$ cat config.mk
export PLATFORM = sky130hd
export DESIGN_NAME = pwr_mode_ctl
export DESIGN_NICKNAME = d
export VERILOG_FILES = /design/src/rtl/pwr_mode_pkg.sv /design/src/rtl/pwr_stop_reg.sv /design/src/rtl/pwr_nmi_edge.sv /design/src/rtl/pwr_wake_eval.sv /design/src/rtl/pwr_mode_fsm.sv /design/src/rtl/pwr_out_decode.sv /design/src/rtl/pwr_mode_ctl.sv
export SDC_FILE = /design/constraint.sdc
export NUM_CORES = 1
export LEC_CHECK = 0
export BUFFER_PORTS_ARGS = -buffer_cell sky130_fd_sc_hd__clkbuf_2
export CAP_MARGIN = 20
export CORE_UTILIZATION = 33
export DETAILED_ROUTE_END_ITERATION = 6
export PLACE_DENSITY = 0.72
export RECOVER_POWER = 100
export SYNTH_ARGS = -nofsm -noshare
export SYNTH_HDL_FRONTEND = slang
export SYNTH_SLANG_ARGS = --single-unit
$ cat constraint.sdc
create_clock -name clk -period 1.2 [get_ports clk]
set_input_delay 0.12 -clock clk [delete_from_list [all_inputs] [get_ports clk]]
set_output_delay 0.12 -clock clk [all_outputs]
set_load 0.03 [all_outputs]
$ cat src/rtl/pwr_mode_pkg.sv
package pwr_mode_pkg;
  typedef enum logic [1:0] {
    MODE_RUN   = 2'd0,
    MODE_HALT  = 2'd1,
    MODE_SLEEP = 2'd2
  } pmode_e;

  typedef enum logic [1:0] {
    WAKE_NONE   = 2'd0,
    WAKE_NMI    = 2'd1,
    WAKE_IRQ    = 2'd2,
    WAKE_RESUME = 2'd3
  } wake_e;
endpackage

$ cat src/rtl/pwr_stop_reg.sv
module pwr_stop_reg (
  input  logic clk,
  input  logic rst_n,
  input  logic wr,
  input  logic wdata,
  output logic stop
);
  always_ff @(posedge clk) begin
    if (!rst_n)  stop <= 1'b0;
    else if (wr) stop <= wdata;
  end
endmodule

$ cat src/rtl/pwr_nmi_edge.sv
module pwr_nmi_edge (
  input  logic clk,
  input  logic rst_n,
  input  logic nmi_n,
  output logic nmi_fall
);
  logic nmi_prev;

  always_ff @(posedge clk) begin
    if (!rst_n) nmi_prev <= 1'b1;
    else        nmi_prev <= nmi_n;
  end

  assign nmi_fall = nmi_prev & ~nmi_n;
endmodule

$ cat src/rtl/pwr_wake_eval.sv
module pwr_wake_eval
  import pwr_mode_pkg::*;
#(
  parameter int N_IRQ = 8,
  parameter logic [N_IRQ-1:0] PERIPH_MASK = 8'hF0
) (
  input  pmode_e           mode,
  input  logic             stop,
  input  logic             nmi_fall,
  input  logic [N_IRQ-1:0] irq_req,
  input  logic [N_IRQ-1:0] irq_en,
  input  logic             ie_global,
  output wake_e            decision
);
  logic [N_IRQ-1:0] live;

  // A stopped peripheral cannot raise a request
  for (genvar i = 0; i < N_IRQ; i++) begin : g_src
    if (PERIPH_MASK[i]) begin : g_per
      assign live[i] = irq_req[i] & irq_en[i] & ~stop;
    end else begin : g_ext
      assign live[i] = irq_req[i] & irq_en[i];
    end
  end

  logic any_live;
  assign any_live = |live;

  always_comb begin
    decision = WAKE_NONE;
    unique case (mode)
      MODE_HALT: begin
        if (nmi_fall)                   decision = WAKE_NMI;
        else if (any_live && ie_global) decision = WAKE_IRQ;
      end
      MODE_SLEEP: begin
        if (nmi_fall)      decision = WAKE_NMI;
        else if (any_live) decision = ie_global ? WAKE_IRQ : WAKE_RESUME;
      end
      default: decision = WAKE_NONE;
    endcase
  end
endmodule

$ cat src/rtl/pwr_mode_fsm.sv
module pwr_mode_fsm
  import pwr_mode_pkg::*;
(
  input  logic   clk,
  input  logic   rst_n,
  input  logic   halt_exec,
  input  logic   sleep_exec,
  input  wake_e  decision,
  output pmode_e mode,
  output logic   wake_valid,
  output wake_e  wake_act
);
  always_ff @(posedge clk) begin
    if (!rst_n) begin
      mode       <= MODE_RUN;
      wake_valid <= 1'b0;
      wake_act   <= WAKE_NONE;
    end else begin
      wake_valid <= 1'b0;
      wake_act   <= WAKE_NONE;
      unique case (mode)
        MODE_RUN: begin
          if (halt_exec)       mode <= MODE_HALT;
          else if (sleep_exec) mode <= MODE_SLEEP;
        end
        default: begin
          if (decision != WAKE_NONE) begin
            mode       <= MODE_RUN;
            wake_valid <= 1'b1;
            wake_act   <= decision;
          end
        end
      endcase
    end
  end
endmodule

$ cat src/rtl/pwr_out_decode.sv
module pwr_out_decode
  import pwr_mode_pkg::*;
(
  input  pmode_e mode,
  input  logic   stop,
  output logic   cpu_clk_en,
  output logic   per_clk_en,
  output logic   refresh_en,
  output logic   dma_en,
  output logic   halt_n,
  output logic   st,
  output logic   lir_n,
  output logic   bus_park
);
  assign per_clk_en = ~stop;

  always_comb begin
    cpu_clk_en = 1'b1;
    refresh_en = 1'b1;
    dma_en     = 1'b1;
    halt_n     = 1'b1;
    st         = 1'b1;
    lir_n      = 1'b1;
    bus_park   = 1'b0;
    unique case (mode)
      MODE_HALT: begin
        halt_n = 1'b0;
        st     = 1'b0;
        lir_n  = 1'b0;
      end
      MODE_SLEEP: begin
        cpu_clk_en = 1'b0;
        refresh_en = 1'b0;
        dma_en     = 1'b0;
        halt_n     = 1'b0;
        bus_park   = 1'b1;
      end
      default: ;
    endcase
  end
endmodule

$ cat src/rtl/pwr_mode_ctl.sv
module pwr_mode_ctl
  import pwr_mode_pkg::*;
#(
  parameter int N_IRQ = 8,
  parameter logic [N_IRQ-1:0] PERIPH_MASK = 8'hF0
) (
  input  logic             clk,
  input  logic             rst_n,
  input  logic             halt_exec,
  input  logic             sleep_exec,
  input  logic             stop_wr,
  input  logic             stop_wdata,
  input  logic             nmi_n,
  input  logic [N_IRQ-1:0] irq_req,
  input  logic [N_IRQ-1:0] irq_en,
  input  logic             ie_global,
  output logic             cpu_clk_en,
  output logic             per_clk_en,
  output logic             refresh_en,
  output logic             dma_en,
  output logic             halt_n,
  output logic             st,
  output logic             lir_n,
  output logic             bus_park,
  output logic             wake_valid,
  output logic [1:0]       wake_act
);
  logic   stop;
  logic   nmi_fall;
  pmode_e mode;
  wake_e  decision;
  wake_e  act_q;

  pwr_stop_reg u_stop (
    .clk(clk), .rst_n(rst_n), .wr(stop_wr), .wdata(stop_wdata), .stop(stop)
  );

  pwr_nmi_edge u_nmi (
    .clk(clk), .rst_n(rst_n), .nmi_n(nmi_n), .nmi_fall(nmi_fall)
  );

  pwr_wake_eval #(.N_IRQ(N_IRQ), .PERIPH_MASK(PERIPH_MASK)) u_eval (
    .mode(mode), .stop(stop), .nmi_fall(nmi_fall), .irq_req(irq_req),
    .irq_en(irq_en), .ie_global(ie_global), .decision(decision)
  );

  pwr_mode_fsm u_fsm (
    .clk(clk), .rst_n(rst_n), .halt_exec(halt_exec), .sleep_exec(sleep_exec),
    .decision(decision), .mode(mode), .wake_valid(wake_valid), .wake_act(act_q)
  );

  pwr_out_decode u_dec (
    .mode(mode), .stop(stop), .cpu_clk_en(cpu_clk_en), .per_clk_en(per_clk_en),
    .refresh_en(refresh_en), .dma_en(dma_en), .halt_n(halt_n), .st(st),
    .lir_n(lir_n), .bus_park(bus_park)
  );

  assign wake_act = act_q;
endmodule

==> results of run 1 <==
==> worst max-delay path: cells and delay by family (launching register included) <==
family                     cells  cell delay, ps
AOI/OAI and AO/OA              3             380
adders and majority gates      1             270
buffers and inverters          1              60
DFF                            1             350
and+or+nand+nor                1             180
==> Yosys cell counts, drive strengths merged <==
cell    count
nand2       3
ha          3
nor2        1
a22oi       5
o31a        1
dfxtp       7
mux2i       1
inv         8
nor2b       3
o311ai      1
nand2b      1
and3        2
a21oi       3
o211ai      1
o21a        1
nor4        1
a22o        1
o21ai       1
o311a       1
buf         3
==> layer usage <==
layer  track usage  routed length (um)
met4        0.0268                   0
met5             0                   0
met1         0.178                 531
met3         0.105                  99
met2         0.369                 634
==> worst paths after layout <==
| kind | to | cells after the start |
|---|---|---|
| min reg2reg | u_stop.stop | 2 |
| max | u_fsm.mode[1] | 6 |
| min | u_nmi.nmi_prev | 2 |
| max reg2reg | u_fsm.mode[1] | 6 |
==> through the flow <==
step | utilization | worst slack (ps) | TNS, ps
2_1_floorplan | - | -57.3 | -115
3_3_place_gp | 0.580 | -71.4 | -142
3_5_place_dp | 0.580 | -99.7 | -186
4_1_cts | 0.706 | -130 | -981
5_1_grt | 0.739 | -198 | -1470
6_report | 0.739 | -139 | -902
==> state kept, by name, indices dropped and copies added (netlist names) <==
register,count
u_fsm.mode,2
u_fsm.wake_act,2
u_fsm.wake_valid,1
u_nmi.nmi_prev,1
u_stop.stop,1
==> final cells by class <==
class | count | share of cell area
flip-flops and latches | 7 | 0.170
clock buffers | 4 | 0.0307
multi-input cells | 30 | 0.347
well taps | 14 | 0.0205
repair buffers | 43 | 0.379
inverters | 8 | 0.0527
==> power by group <==
group	internal, mW	total [mW]	switching [mW]	leakage (nW)
sequential	0.248	0.260	0.0124	0.0583
clock	0.127	0.210	0.0832	0.0150
combinational	0.243	0.470	0.227	0.321
==> logic make-up (layout without fill, tap and decap cells) <==
kind of cell | after synthesis | after routing | share of synthesized area
AOI/OAI and AO/OA | 15 | 15 | 0.303
DFF | 7 | 7 | 0.324
muxes | 1 | 1 | 0.0231
and+or+nand+nor | 11 | 11 | 0.142
buffers and inverters | 11 | 55 | 0.121
adders and majority gates | 3 | 3 | 0.0867
==> cell usage in the layout, fill, tap and decap left out <==
master     n
a21oi_1    1
a21oi_2    2
a22o_1     1
a22oi_1    3
a22oi_2    2
and3_1     2
buf_4      3
buf_6      6
buf_8      7
clkbuf_1   6
clkbuf_2  22
clkbuf_4   3
dfxtp_1    5
dfxtp_2    1
dfxtp_4    1
ha_4       3
inv_1      3
inv_4      4
inv_6      1
mux2i_1    1
nand2_1    2
nand2_2    1
nand2b_1   1
nor2_1     1
nor2b_1    1
nor2b_2    2
nor4_2     1
o211ai_1   1
o21a_1     1
o21ai_2    1
o311a_2    1
o311ai_2   1
o31a_1     1
==> timing repair <==
item / CTS / global route
pin swaps: 1 / 5
setup buffers: 3 / 0
setup endpoints to repair: 9 / 12
endpoints found under the hold margin: 0 / 0
gates resized for setup: 27 / 18
==> key figures, run 1 <==
Global route
  – Antenna violations before repair: 0
  – Largest net degree at the start of global routing: 6
  – Gr usage total: 0.192
  – Vias in the first global route: 454
  – First-pass GRT wire length: 1850 um
  – GRT overflow: 0

Route
  – ANT nets after route: 0
  – Via count: a little over 500
  – DRC Markers: 0
  – DRT Pass-1 Iters: 4
  – Per-cell routed wire length: 11.9 um
  – Vias per inst: 4.84
  – Initial DRC count: 7
  – Final WL: 1270 um

Critical path
  – Setup crit start kind: flop
  – WP data arrival: 1470 ps
  – Max stage delay on crit path: between 300 and 400 ps
  – Critical Path Source: u_fsm.mode[1]
  – CP max FO: 3
  – Reg2reg setup slack: -140 ps
  – Critical-path top delay cell: dfxtp_2
  – CP Class: flop to flop
  – Reg2Reg Launch Point: u_fsm.mode[1]
  – Worst setup EP type: flop
  – Req. time, crit path: approximately 1300 ps
  – Cell Chain, Critical Path: inv_4 -> ha_4 -> o21a_1 -> o31a_1 -> o311ai_2 -> and3_1

Cells and area
  – Area occupied by multi-input gates: 297 sq um
  – Post-Layout Inst Area: around 850 sq um
  – Fin nets: 120
  – Ant diodes: 0
  – Filler instances: 77
  – Area grow syn2layout: 97.4%
  – Non-filler cells, final: 106
  – FF+latch area: 145 sq um
  – Proportion of layout cells with a drive suffix above 1: 0.674

Timing
  – Period utilisation layout: 1.12
  – Number of setup violations in the final report: 9
  – Fin worst setup slack: -139 ps
  – Final count of hold timing violations: 0
  – Minimum clock period: about 1300 ps
  – Max-Slew Margin vs Limit: 0.756
  – Worst Skew: 0.447 ps
  – Final hold slack: around 90 ps
  – RSZ-0062 raised after global routing: yes
  – Fmax: 747 MHz
  – Worst slew pin tran: between 300 and 400 ps
  – Max Slew Vio Count: 0

Yosys
  – Mapped Cells: 48
  – Unique masters post-synth: 23
  – Avg Cell Area, Syn: ~9 sq um
  – Sequential area share after synthesis: 0.324
  – Register bit total from synthesis: 7
  – Ys Warns: 0
  – Synth area leaders: dfxtp_1 32%, ha_1 8.7%, inv_1 6.9%
  – Mapped Area: 433 sq um
  – Post-Syn Nets: between 70 and 80
  – Cell accounting for the most synthesized area: dfxtp_1
  – Top-area cell type share of the netlist area: 0.324

Pwr
  – PD cells: approximately 1100 nW/um^2
  – Peak supply drop: 0.640 mV
  – Leakage: about 0.39 nW
  – Total power: 940 uW

Status
  – Failing checks: setup timing
  – Status: finished with violations

Clock network
  – CTS tree: built
  – # hold bufs at CTS: 0
  – Clk sinks: 7
  – Htree depth: 1
  – Clock Latency Late Sink: 250 ps
  – Root Driver: clkbuf_4
  – Cts bufs inserted: 3
  – CTS Buffer Depth: 2
  – Clock slew seen by the registers of the worst setup and hold paths: 50 ps

Place
  – Post-placement cell count: 99
  – RD Place Congestion: 0.685
  – I/O Buffers: 34
  – Placed cell area: 671 sq um
  – Dpl hpwl: approximately 850 um

Min path
  – Hold Startpoint: rst_n
  – Worst Hold Class: primary input to flop

Floorplanning
  – Die Wd: 38.2 um
  – Core region area: 1160 sq um
  – Io pins: 35
  – Die H: 38.2 um
  – Initial Util: 0.374
  – Row Count: 12
  – Die area: 1460 sq um

Run
  – MaxCap Viol Count: 0
(Power assumes the default switching activity.)
==> run 2, diff against run 1 <==
--- a/config.mk
+++ b/config.mk
@@ -11,6 +11,8 @@
 export DETAILED_ROUTE_END_ITERATION = 6
 export PLACE_DENSITY = 0.72
 export RECOVER_POWER = 100
+export SETUP_SLACK_MARGIN = 0.15
+export SKIP_LAST_GASP = 1
 export SYNTH_ARGS = -nofsm -noshare
 export SYNTH_HDL_FRONTEND = slang
 export SYNTH_SLANG_ARGS = --single-unit
==> run 2 against run 1 <==
Against the previous run: the flow still finishes with violations (setup timing); clock skew up 1.7 ps; utilization down 4.0 points; largest cell class unchanged; cell count down 1.9%; die area unchanged; highest routed layer unchanged; global-route usage down 3.7 points; sequential cell count unchanged.
==> key figures, run 2 (synthesis gave the netlist of run 1 again) <==
Clock network
  – Clock Latency Late Sink: 240 ps (was 250 ps)
  – Cts bufs inserted: 3 (unchanged)
  – CTS tree: built (unchanged)
  – # hold bufs at CTS: 0 (unchanged)
  – Htree depth: 1 (unchanged)
  – Clk sinks: 7 (unchanged)
  – Root Driver: clkbuf_4 (unchanged)
  – CTS Buffer Depth: 2 (unchanged)
  – Clock slew seen by the registers of the worst setup and hold paths: 50 ps (about the same)

Timing
  – Fin worst setup slack: -104 ps (was -139 ps)
  – Worst slew pin tran: 376 ps (was 367 ps)
  – RSZ-0062 raised after global routing: yes (unchanged)
  – Period utilisation layout: 1.09 (was 1.12)
  – Total negative slack: -706 ps (was -902 ps)
  – Final count of hold timing violations: 0 (unchanged)
  – Max Slew Vio Count: 0 (unchanged)
  – Max-Slew Margin vs Limit: 0.750 (was 0.756)
  – Worst Skew: 2.18 ps (was 0.447 ps)
  – Final hold slack: 92.5 ps (was 91.6 ps)
  – Minimum clock period: 1300 ps (was 1340 ps)
  – Fmax: 767 MHz (was 747 MHz)
  – Number of setup violations in the final report: 11 (was 9)

Route
  – ANT nets after route: 0 (unchanged)
  – Vias per inst: 5.01 (was 4.84)
  – Per-cell routed wire length: 10.0 um (was 11.9 um)
  – DRT Pass-1 Iters: 6 (was 4)
  – Final WL: 1040 um (was 1270 um)
  – Initial DRC count: 10 (was 7)
  – DRC Markers: 0 (unchanged)
  – Via count: 521 (was 513)

Pwr
  – PD cells: 1100 nW/um^2 (about the same)
  – Peak supply drop: 0.716 mV (was 0.640 mV)
  – Leakage: 0.378 nW (was 0.394 nW)

Floorplanning
  – Io pins: 35 (unchanged)
  – Core region area: 1160 sq um (unchanged)
  – Die Wd: 38.2 um (unchanged)
  – Row Count: 12 (unchanged)
  – Die H: 38.2 um (unchanged)
  – Initial Util: 0.374 (unchanged)
  – Die area: 1460 sq um (unchanged)

Status
  – Status: finished with violations (unchanged)
  – Failing checks: setup timing (unchanged)

Cells and area
  – Ant diodes: 0 (unchanged)
  – Fin nets: 118 (was 120)
  – Proportion of layout cells with a drive suffix above 1: 0.633 (was 0.674)
  – Commonest non-fill, non-tap cell in the layout: clkbuf_2 (unchanged)
  – Commonest cells after routing, fill and taps aside: 22 x clkbuf_2, 6 x clkbuf_1, 6 x buf_6, 5 x buf_8, 5 x dfxtp_1 (was 22 x clkbuf_2, 7 x buf_8, 6 x clkbuf_1, 6 x buf_6, 5 x dfxtp_1)
  – Post-Layout Inst Area: 808 sq um (was 855 sq um)
  – Area grow syn2layout: 86.7% (was 97.4%)
  – Top flop regs: u_fsm.mode x2, u_fsm.wake_act x2 (unchanged)

Critical path
  – Max stage delay on crit path: 360 ps (was 350 ps)
  – Req. time, crit path: 1330 ps (was 1340 ps)
  – CP Class: flop to flop (unchanged)
  – Setup crit start kind: flop (unchanged)
  – Cell Chain, Critical Path: inv_4 -> ha_4 -> o21a_1 -> o31a_1 -> o311ai_2 -> and3_1 (unchanged)
  – WP data arrival: 1440 ps (was 1470 ps)
  – Reg2reg setup slack: -100 ps (was -140 ps)
  – CP max FO: 3 (unchanged)
  – Worst setup EP type: flop (unchanged)
  – Critical-path top delay cell: dfxtp_4 (was dfxtp_2)

Run
  – MaxCap Viol Count: 0 (unchanged)

Min path
  – Worst Hold Class: primary input to flop (unchanged)

Place
  – Dpl hpwl: 807 um (was 850 um)
  – I/O Buffers: 34 (unchanged)
  – RD Place Congestion: 0.697 (was 0.685)
  – Placed cell area: 663 sq um (was 671 sq um)

Global route
  – Largest net degree at the start of global routing: 6 (unchanged)
  – Vias in the first global route: 434 (was 454)
  – Antenna violations before repair: 0 (unchanged)
  – GRT overflow: 0 (unchanged)
  – Gr usage total: 0.156 (was 0.192)
  – First-pass GRT wire length: 1590 um (was 1850 um)
run 2: layout make-up:
cell class	count	area, sq um
Inverter	8	40.0
Multi-Input combinational cell	30	285
Sequential cell	7	145
Timing Repair Buffer	41	294
Clock buffer	4	26.3
Tap cell	14	17.5
Fill cell	90	348
run 2: layer usage:
metal,vias up,global-route usage,wire length (um)
li1,255,-,-
met1,235,0.181,384
met2,31,0.275,586
met3,0,0.0349,71
met4,0,0.0536,0
met5,-,0,0
run 2: what timing repair did:
item	in CTS	in global routing
resized for setup	18	19
gates cloned	0	0
setup buffers	2	0
endpoints found under the setup margin	12	12
pin swaps	1	3
run 2: final timing paths:
path                  from             end  cells after the start
max          u_fsm.mode[0]   u_fsm.mode[1]                      6
min                  rst_n  u_nmi.nmi_prev                      2
max reg2reg  u_fsm.mode[0]   u_fsm.mode[1]                      6
min reg2reg    u_stop.stop     u_stop.stop                      2
run 2: per-stage QoR:
| stage | util | setup WS (ps) | std cells | power [mW] |
|---|---|---|---|---|
| detailed placement | 0.574 | -110 | 98 | 0.576 |
| floorplan | - | -57.2 | 48 | 0.474 |
| global placement | 0.574 | -73.3 | 98 | 0.571 |
| CTS | 0.663 | -111 | 104 | 0.845 |
| finish | 0.699 | -104 | 104 | 0.888 |
| global route | 0.699 | -182 | 104 | 0.953 |
run 2: worst max-delay path, delay by kind of cell (launching register included):
family	cells	cell delay, ps
fa+ha+maj	1	260
simple gates	1	160
buf+inv	1	50
flops	1	360
compound gates	3	380
run 2: report_power, final:
part / switching (mW) / internal [mW]
Clock: 0.0778 / 0.126
Sequential: 0.0106 / 0.248
Combinational: 0.209 / 0.217
